$ cat src/rtl/ws_alu_pkg.sv
package ws_alu_pkg;

  // bit 1 selects shift, bit 0 selects doubleword width
  typedef enum logic [1:0] {
    ALU_ADDW = 2'b00,
    ALU_ADDD = 2'b01,
    ALU_SLLW = 2'b10,
    ALU_SLLD = 2'b11
  } alu_op_e;

  function automatic logic op_is_shift(input alu_op_e op);
    return op[1];
  endfunction

  function automatic logic op_is_dword(input alu_op_e op);
    return op[0];
  endfunction

endpackage

$ cat src/rtl/ws_canon_detect.sv
// Reports whether a register value is a sign-extended word.
module ws_canon_detect #(
  parameter int XLEN = 64,
  parameter int WLEN = 32
) (
  input  logic [XLEN-1:0] value,
  output logic            canonical
);
  localparam int UPW = XLEN - WLEN;

  logic [UPW-1:0] bit_match;

  for (genvar i = 0; i < UPW; i++) begin : g_cmp
    assign bit_match[i] = (value[WLEN + i] == value[WLEN-1]);
  end

  assign canonical = &bit_match;
endmodule

$ cat src/rtl/ws_adder.sv
// Full-width adder shared by word and doubleword adds.
module ws_adder #(
  parameter int XLEN = 64
) (
  input  logic [XLEN-1:0] lhs,
  input  logic [XLEN-1:0] rhs,
  output logic [XLEN-1:0] sum
);
  assign sum = lhs + rhs;
endmodule

$ cat src/rtl/ws_shifter.sv
// Logarithmic left shifter, one stage per shift-amount bit.
module ws_shifter #(
  parameter int XLEN = 64,
  parameter int SHW  = $clog2(XLEN)
) (
  input  logic [XLEN-1:0] din,
  input  logic [SHW-1:0]  amount,
  output logic [XLEN-1:0] dout
);
  logic [XLEN-1:0] stage [0:SHW];

  assign stage[0] = din;

  for (genvar s = 0; s < SHW; s++) begin : g_stage
    localparam int STEP = 1 << s;
    assign stage[s+1] = amount[s] ? {stage[s][XLEN-1-STEP:0], {STEP{1'b0}}}
                                  : stage[s];
  end

  assign dout = stage[SHW];
endmodule

$ cat src/rtl/ws_alu.sv
module ws_alu #(
  parameter int XLEN = 64,
  parameter int WLEN = 32
) (
  input  logic                    clk,
  input  logic                    rst_n,
  input  logic                    in_valid,
  output logic                    in_ready,
  input  logic [1:0]              in_op,
  input  logic [XLEN-1:0]         in_a,
  input  logic [XLEN-1:0]         in_b,
  input  logic [$clog2(XLEN)-1:0] in_shamt,
  output logic                    out_valid,
  input  logic                    out_ready,
  output logic [XLEN-1:0]         out_result,
  output logic                    out_unpred
);
  import ws_alu_pkg::*;

  localparam int SHW  = $clog2(XLEN);
  localparam int WSHW = $clog2(WLEN);
  localparam int UPW  = XLEN - WLEN;

  alu_op_e op;
  assign op = alu_op_e'(in_op);

  // canonical-input detection
  logic a_canon, b_canon;

  ws_canon_detect #(.XLEN(XLEN), .WLEN(WLEN)) u_canon_a (
    .value(in_a), .canonical(a_canon)
  );
  ws_canon_detect #(.XLEN(XLEN), .WLEN(WLEN)) u_canon_b (
    .value(in_b), .canonical(b_canon)
  );

  // arithmetic datapath
  logic [XLEN-1:0] add_sum;
  logic [XLEN-1:0] shl_out;
  logic [SHW-1:0]  shamt_eff;

  ws_adder #(.XLEN(XLEN)) u_adder (
    .lhs(in_a), .rhs(in_b), .sum(add_sum)
  );

  // word shifts keep only the low shift-amount bits
  assign shamt_eff = op_is_dword(op)
                   ? in_shamt
                   : {{(SHW-WSHW){1'b0}}, in_shamt[WSHW-1:0]};

  ws_shifter #(.XLEN(XLEN), .SHW(SHW)) u_shifter (
    .din(in_a), .amount(shamt_eff), .dout(shl_out)
  );

  // result select and word sign extension
  logic [XLEN-1:0] raw_res;
  logic [XLEN-1:0] nxt_res;
  logic            nxt_unpred;

  always_comb begin
    raw_res = op_is_shift(op) ? shl_out : add_sum;
    if (op_is_dword(op)) begin
      nxt_res = raw_res;
    end else begin
      nxt_res = {{UPW{raw_res[WLEN-1]}}, raw_res[WLEN-1:0]};
    end
    nxt_unpred = (op == ALU_ADDW) && !(a_canon && b_canon);
  end

  // single output register stage with pass-through ready
  logic take;
  assign in_ready = !out_valid || out_ready;
  assign take     = in_valid && in_ready;

  always_ff @(posedge clk) begin
    if (!rst_n) begin
      out_valid  <= 1'b0;
      out_result <= '0;
      out_unpred <= 1'b0;
    end else begin
      if (take) begin
        out_valid  <= 1'b1;
        out_result <= nxt_res;
        out_unpred <= nxt_unpred;
      end else if (out_ready) begin
        out_valid <= 1'b0;
      end
    end
  end
endmodule

$ cat config.mk
export PLATFORM = sky130hd
export DESIGN_NAME = ws_alu
export DESIGN_NICKNAME = d
export VERILOG_FILES = /design/src/rtl/ws_alu_pkg.sv /design/src/rtl/ws_canon_detect.sv /design/src/rtl/ws_adder.sv /design/src/rtl/ws_shifter.sv /design/src/rtl/ws_alu.sv
export SDC_FILE = /design/constraint.sdc
export NUM_CORES = 1
export LEC_CHECK = 0
export ABC_AREA = 1
export BUFFER_PORTS_ARGS = -buffer_cell sky130_fd_sc_hd__buf_2
export CORE_MARGIN = 5
export CORE_UTILIZATION = 50
export CTS_CLUSTER_SIZE = 20
export DETAILED_ROUTE_END_ITERATION = 10
export GPL_TIMING_DRIVEN = 0
export PLACE_DENSITY = 0.72
export SYNTH_ARGS = -nofsm -noshare
export SYNTH_HDL_FRONTEND = slang
export SYNTH_SLANG_ARGS = --single-unit
$ cat constraint.sdc
create_clock -name clk -period 5.3 [get_ports clk]
set_input_delay 1.06 -clock clk [delete_from_list [all_inputs] [get_ports clk]]
set_output_delay 1.06 -clock clk [all_outputs]
set_load 0.02 [all_outputs]
==> impl_metrics.yaml, run 1 <==
status:
  outcome: "complete, no violations"
synthesis:
  netlist_instances: 2614
  synth_top_area_cell: "nand2_1"
  yosys_register_bits: 66
  ys_warn_count: 0
  synth.net_count: 2818
  synth-edff-count: 0
  ys.flop_type: "dfxtp_1"
  synthTopCellsByArea: "nand2_1, nand3_1, inv_1, dfxtp_1, ha_1"
  ys_async_sr_fraction: 0
  synth_top_area_frac: 0.289
  synth.distinct_cells: 46
  yosysSeqAreaShare: 0.0993
  syn_area_mm2: 0.0133
  synth.avg_cell_area_um2: 5.09
timing:
  finalSetupTns_ns: 0
  layout_min_cycle_time_ns: 3.63
  hold_viol: 0
  rsz0062_at_grt: "no"
  finClkSkew_ns: 0.00749
  slew_headroom: 0.406
  finalCritPeriodShare: 0.685
  drv_slew: 0
  worst_slack_ns: 1.67
  fin_hold_ws_ns: 0.498
  tightest_slew_ns: 0.891
  max_freq_mhz: 275
  setup_viol: 0
die:
  die_w_um: 173
  initial_core_util: 0.509
  rows: 59
  die-area_mm2: 0.0300
  fp.dieH_um: 173
  fp.coreArea_mm2: 0.0261
  pin_count: 207
clocking:
  clk_pin_slew_ns: 0.06
  tritoncts: "done"
  clk_latency_ns: 0.33
  numCtsBuffers: 9
  cts_setup_buffers: 0
  h-tree-depth: 3
  clock_sinks: 66
  cts_root_buf: "clkbuf_16"
  hold_buffers: 0
  ctsLongestPathBuffers: 2
  ctsResizeCount: 0
placed_design:
  dp_cells: 3151
  gp_congestion: 1.09
  port_buffers: 202
  postPlaceCellArea_mm2: 0.0147
  place_ws_ns: 1.53
  dp_hpwl_mm: 57.3
worst_setup_path:
  arrival_ns: 3.82
  worst-path-max-fanout: 5
  startpoint_type: "primary input"
  required_ns: 5.49
  crit_type: "primary input to flop"
  endpoint_kind: "flop"
route:
  met1_length_mm: 25.6
  first_iter_violations: 2671
  via_per_inst: 5.91
  routed-wl-met3_mm: 8.14
  wl_mm: 67.1
  wl_per_cell_um: 21.2
  top_layer: "met5"
  dr_wl_met2_mm: 28.8
  drc: 0
  drt_pass1_iterations: 7
  drtAntennaViolNets: 0
  vias: 18700
global_route:
  grt_overflow: 0
  grt_usage: 0.422
  grt_max_degree: 12
  grt_antenna_before_repair: 3
  grt_pass1_vias: 17100
  grt_pass1_wl_mm: 98.6
layout:
  stdcell_count: 3168
  layout_commonest_cell: "nand2_1"
  final_cell_mix: "nand2_1, inv_1, nand3_1"
  drive_gt1_frac: 0.136
  syn2layout_area_growth_pct: 12.9
  fin_util: 0.575
  design_area_mm2: 0.0150
  nNetsFinal: 3031
pwr:
  ir_drop_v: 0.000178
  cellPowerDensity_mw_per_mm2: 187
  finalPower_mw: 2.80
  p_leak_nw: 8.61
run:
  drv_cap: 0
worst_hold_path:
  min_path_type: "flop to flop"
## state kept, by name (all words and copies together) (netlist names)
signal,cells
out_result,64
out_unpred,1
out_valid,1
## cells in the mapped netlist (2+ instances only)
library cell,n
a21oi_2,32
dfxtp_1,66
o41ai_1,4
clkbuf_1,42
inv_1,388
nor4_1,10
a21oi_1,78
o32ai_1,2
buf_6,8
nor2_1,126
nor3_1,24
buf_12,3
ha_1,63
o21ai_2,15
o211ai_1,11
buf_8,2
or2_1,4
o21bai_1,2
buf_2,28
buf_4,6
inv_2,6
nand2_2,14
nand3_1,385
nand3_2,11
a31oi_1,23
o21ai_0,100
o21ai_1,24
or2_2,20
nand4_1,35
buf_1,16
nand2_1,1025
nand3b_1,10
o211ai_2,18
## worst max-delay path, stage by stage
cell and delay (ns):
buf_2 0.12, ha_1 0.29, fa_1 0.55, nand3_1 0.14, nand3_1 0.19, nand2_1 0.11, nand2_1 0.12, nand2_1 0.09
nand2_1 0.09, nand2_1 0.08, nand2_1 0.15, o21ai_0 0.66, a21oi_1 0.15
## final timing paths
kind	start	end	slack, ns	cells after the start
worst min-delay path	out_result[12]$_SDFFE_PN0P_	out_result[12]$_SDFFE_PN0P_	0.50	2
worst max-delay path	in_a[0]	out_result[28]$_SDFFE_PN0P_	1.67	13
worst min register to register	out_result[12]$_SDFFE_PN0P_	out_result[12]$_SDFFE_PN0P_	0.50	2
worst max register to register	out_valid$_SDFFE_PN0P_	out_result[11]$_SDFFE_PN0P_	3.18	8
## per-layer routing
layer,global-route usage,vias to the layer above
li1,-,8816
met1,0.528,8396
met2,0.670,1247
met3,0.0989,260
met4,0.229,6
met5,0,-
## cell families (layout without fill, tap and decap cells)
kind of cell	after synthesis	after routing	synth area share
DFF	66	66	0.0993
other	0	1	0
xor gates and xnor gates	2	2	0.00132
AOI/OAI and AO/OA	311	311	0.147
buffers and inverters	501	719	0.156
and+or+nand+nor	1670	1670	0.536
adders and majority gates	64	64	0.0608
## where the power goes
| group | switching, mW | total [mW] | internal, mW |
|---|---|---|---|
| Sequential | 0.0220 | 0.565 | 0.543 |
| Clock | 0.220 | 0.586 | 0.365 |
| Combinational | 1.17 | 1.65 | 0.483 |
## final cells by class
type	count	area (um2)
diodes	1	2.50
plain buffers	106	588
clock buffers	12	236
clock inverters	4	52.6
fillers	2807	11100
inverters	395	1480
multi-input cells	2047	9910
flip-flops and latches	66	1320
well taps	335	419
repair buffers	202	1010
Power figures use the tool's default switching activity.
==> run 2: changes to the inputs <==
Clock period 5.3 ns to 3.38 ns, I/O delays scaled along.
==> impl_metrics.yaml, run 2 (synthesis results as in run 1) <==
timing:
  rsz0062_at_grt: "no"
  finClkSkew_ns: 0.00749
  worst_slack_ns: 0.179
  max_freq_mhz: 312
  hold_viol: 0
  slew_headroom: 0.406
  setup_viol: 0
  drv_slew: 0
  layout_min_cycle_time_ns: 3.20
  finalCritPeriodShare: 0.947
  tightest_slew_ns: 0.891
worst_setup_path:
  required_ns: 3.61
  worst-path-max-fanout: 5
  r2r_slack_ns: 1.26
  reg2reg_depth: 8
  crit_type: "primary input to flop"
  startpoint_type: "primary input"
  endpoint_kind: "flop"
  arrival_ns: 3.43
die:
  die_w_um: 173
  die-area_mm2: 0.0300
  fp.dieH_um: 173
  fp.coreArea_mm2: 0.0261
  rows: 59
  pin_count: 207
  initial_core_util: 0.509
placed_design:
  gp_congestion: 1.09
  dp_hpwl_mm: 57.3
  port_buffers: 202
  postPlaceCellArea_mm2: 0.0147
  place_ws_ns: -0.00749
  dp_cells: 3151
layout:
  final_cell_mix: "nand2_1, inv_1, nand3_1"
  largestRegisters: "out_result x64, out_unpred x1, out_valid x1"
  layout_commonest_cell: "nand2_1"
  nNetsFinal: 3031
  largest_register_ffs: 64
  fill_cells: 2807
  drive_gt1_frac: 0.136
  regMostFlops: "out_result"
  syn2layout_area_growth_pct: 12.9
  stdcell_count: 3168
  design_area_mm2: 0.0150
worst_hold_path:
  min_path_type: "flop to flop"
  worst_hold_path.num_cells: 2
pwr:
  pwr-share-comb: 0.590
  internal_power_mw: 2.18
  power.switching_mw: 2.22
  ir_drop_v: 0.000279
  pwr-share-clk: 0.209
  seqPwrFrac: 0.202
  finalPower_mw: 4.40
  p_leak_nw: 8.61
  switching_share: 0.504
  cellPowerDensity_mw_per_mm2: 293
route:
  drc: 0
  drtAntennaViolNets: 0
  vias: 18700
  first_iter_violations: 2669
  drt_pass1_iterations: 6
  wl_per_cell_um: 21.2
  via_per_inst: 5.91
  wl_mm: 67.1
global_route:
  grt_antenna_before_repair: 3
  grt_pass1_vias: 17100
  grt_pass1_wl_mm: 98.6
  grt_usage: 0.422
  grt_overflow: 0
  grt_max_degree: 12
clocking:
  clk_latency_ns: 0.33
  clock_sinks: 66
  tritoncts: "done"
  clk_pin_slew_ns: 0.06
  cts_setup_buffers: 0
  numCtsBuffers: 9
  ctsLongestPathBuffers: 2
  cts_root_buf: "clkbuf_16"
  ctsResizeCount: 0
  hold_buffers: 0
  h-tree-depth: 3
run:
  drv_cap: 0
status:
  outcome: "complete, no violations"
## run 2: worst paths after layout
path | startpoint | endpoint
max reg2reg | out_valid$_SDFFE_PN0P_ | out_result[11]$_SDFFE_PN0P_
max | in_a[0] | out_result[12]$_SDFFE_PN0P_
min reg2reg | out_result[12]$_SDFFE_PN0P_ | out_result[12]$_SDFFE_PN0P_
min | out_result[12]$_SDFFE_PN0P_ | out_result[12]$_SDFFE_PN0P_
## run 2: metal layers
metal	vias to the layer above	part of all wire	GRT usage
met5	-	0.00066	0
met4	6	0.067	0.229
met3	260	0.12	0.0989
met2	1260	0.43	0.670
met1	8389	0.38	0.528
li1	8817	-	-
## run 2: cell type report
cell class | count | area [um2] | share of cell area
clock inverter | 4 | 52.6 | 0.00350
sequential | 66 | 1320 | 0.0880
inverter | 395 | 1480 | 0.0987
timing repair buffer | 202 | 1010 | 0.0673
multi-input combinational | 2047 | 9910 | 0.660
clock buffer | 12 | 236 | 0.0157
antenna | 1 | 2.50 | 0.000167
tap | 335 | 419 | 0.0279
buffer | 106 | 588 | 0.0391
## run 2: critical path, stage by stage
cell	delay [ns]
buf_2	0.12
ha_1	0.29
fa_1	0.55
nand3_1	0.14
nand3_1	0.19
nand2_1	0.11
nand2_1	0.12
nand2_1	0.09
nand2_1	0.09
o21ai_0	0.62
nand3_1	0.22
o211ai_1	0.14
inv_1	0.05
## run 2: power groups by stage
stage               clock, mW  sequential (mW)  combinational (mW)
floorplan                   0            0.989                1.50
global placement            0            0.896                2.45
detailed placement          0            0.900                2.47
CTS                     0.913            0.885                2.48
global route            0.951            0.894                2.78
finish                  0.918            0.887                2.59
## run 2: per-stage QoR
| stage | util | TNS, ns | hold slack, ns |
|---|---|---|---|
| floorplan | - | 0 | 0.607 |
| global placement | 0.564 | -0.0117 | 0.477 |
| detailed placement | 0.564 | -0.00749 | 0.486 |
| CTS | 0.575 | 0 | 0.501 |
| global route | 0.575 | 0 | 0.529 |
| finish | 0.575 | 0 | 0.498 |
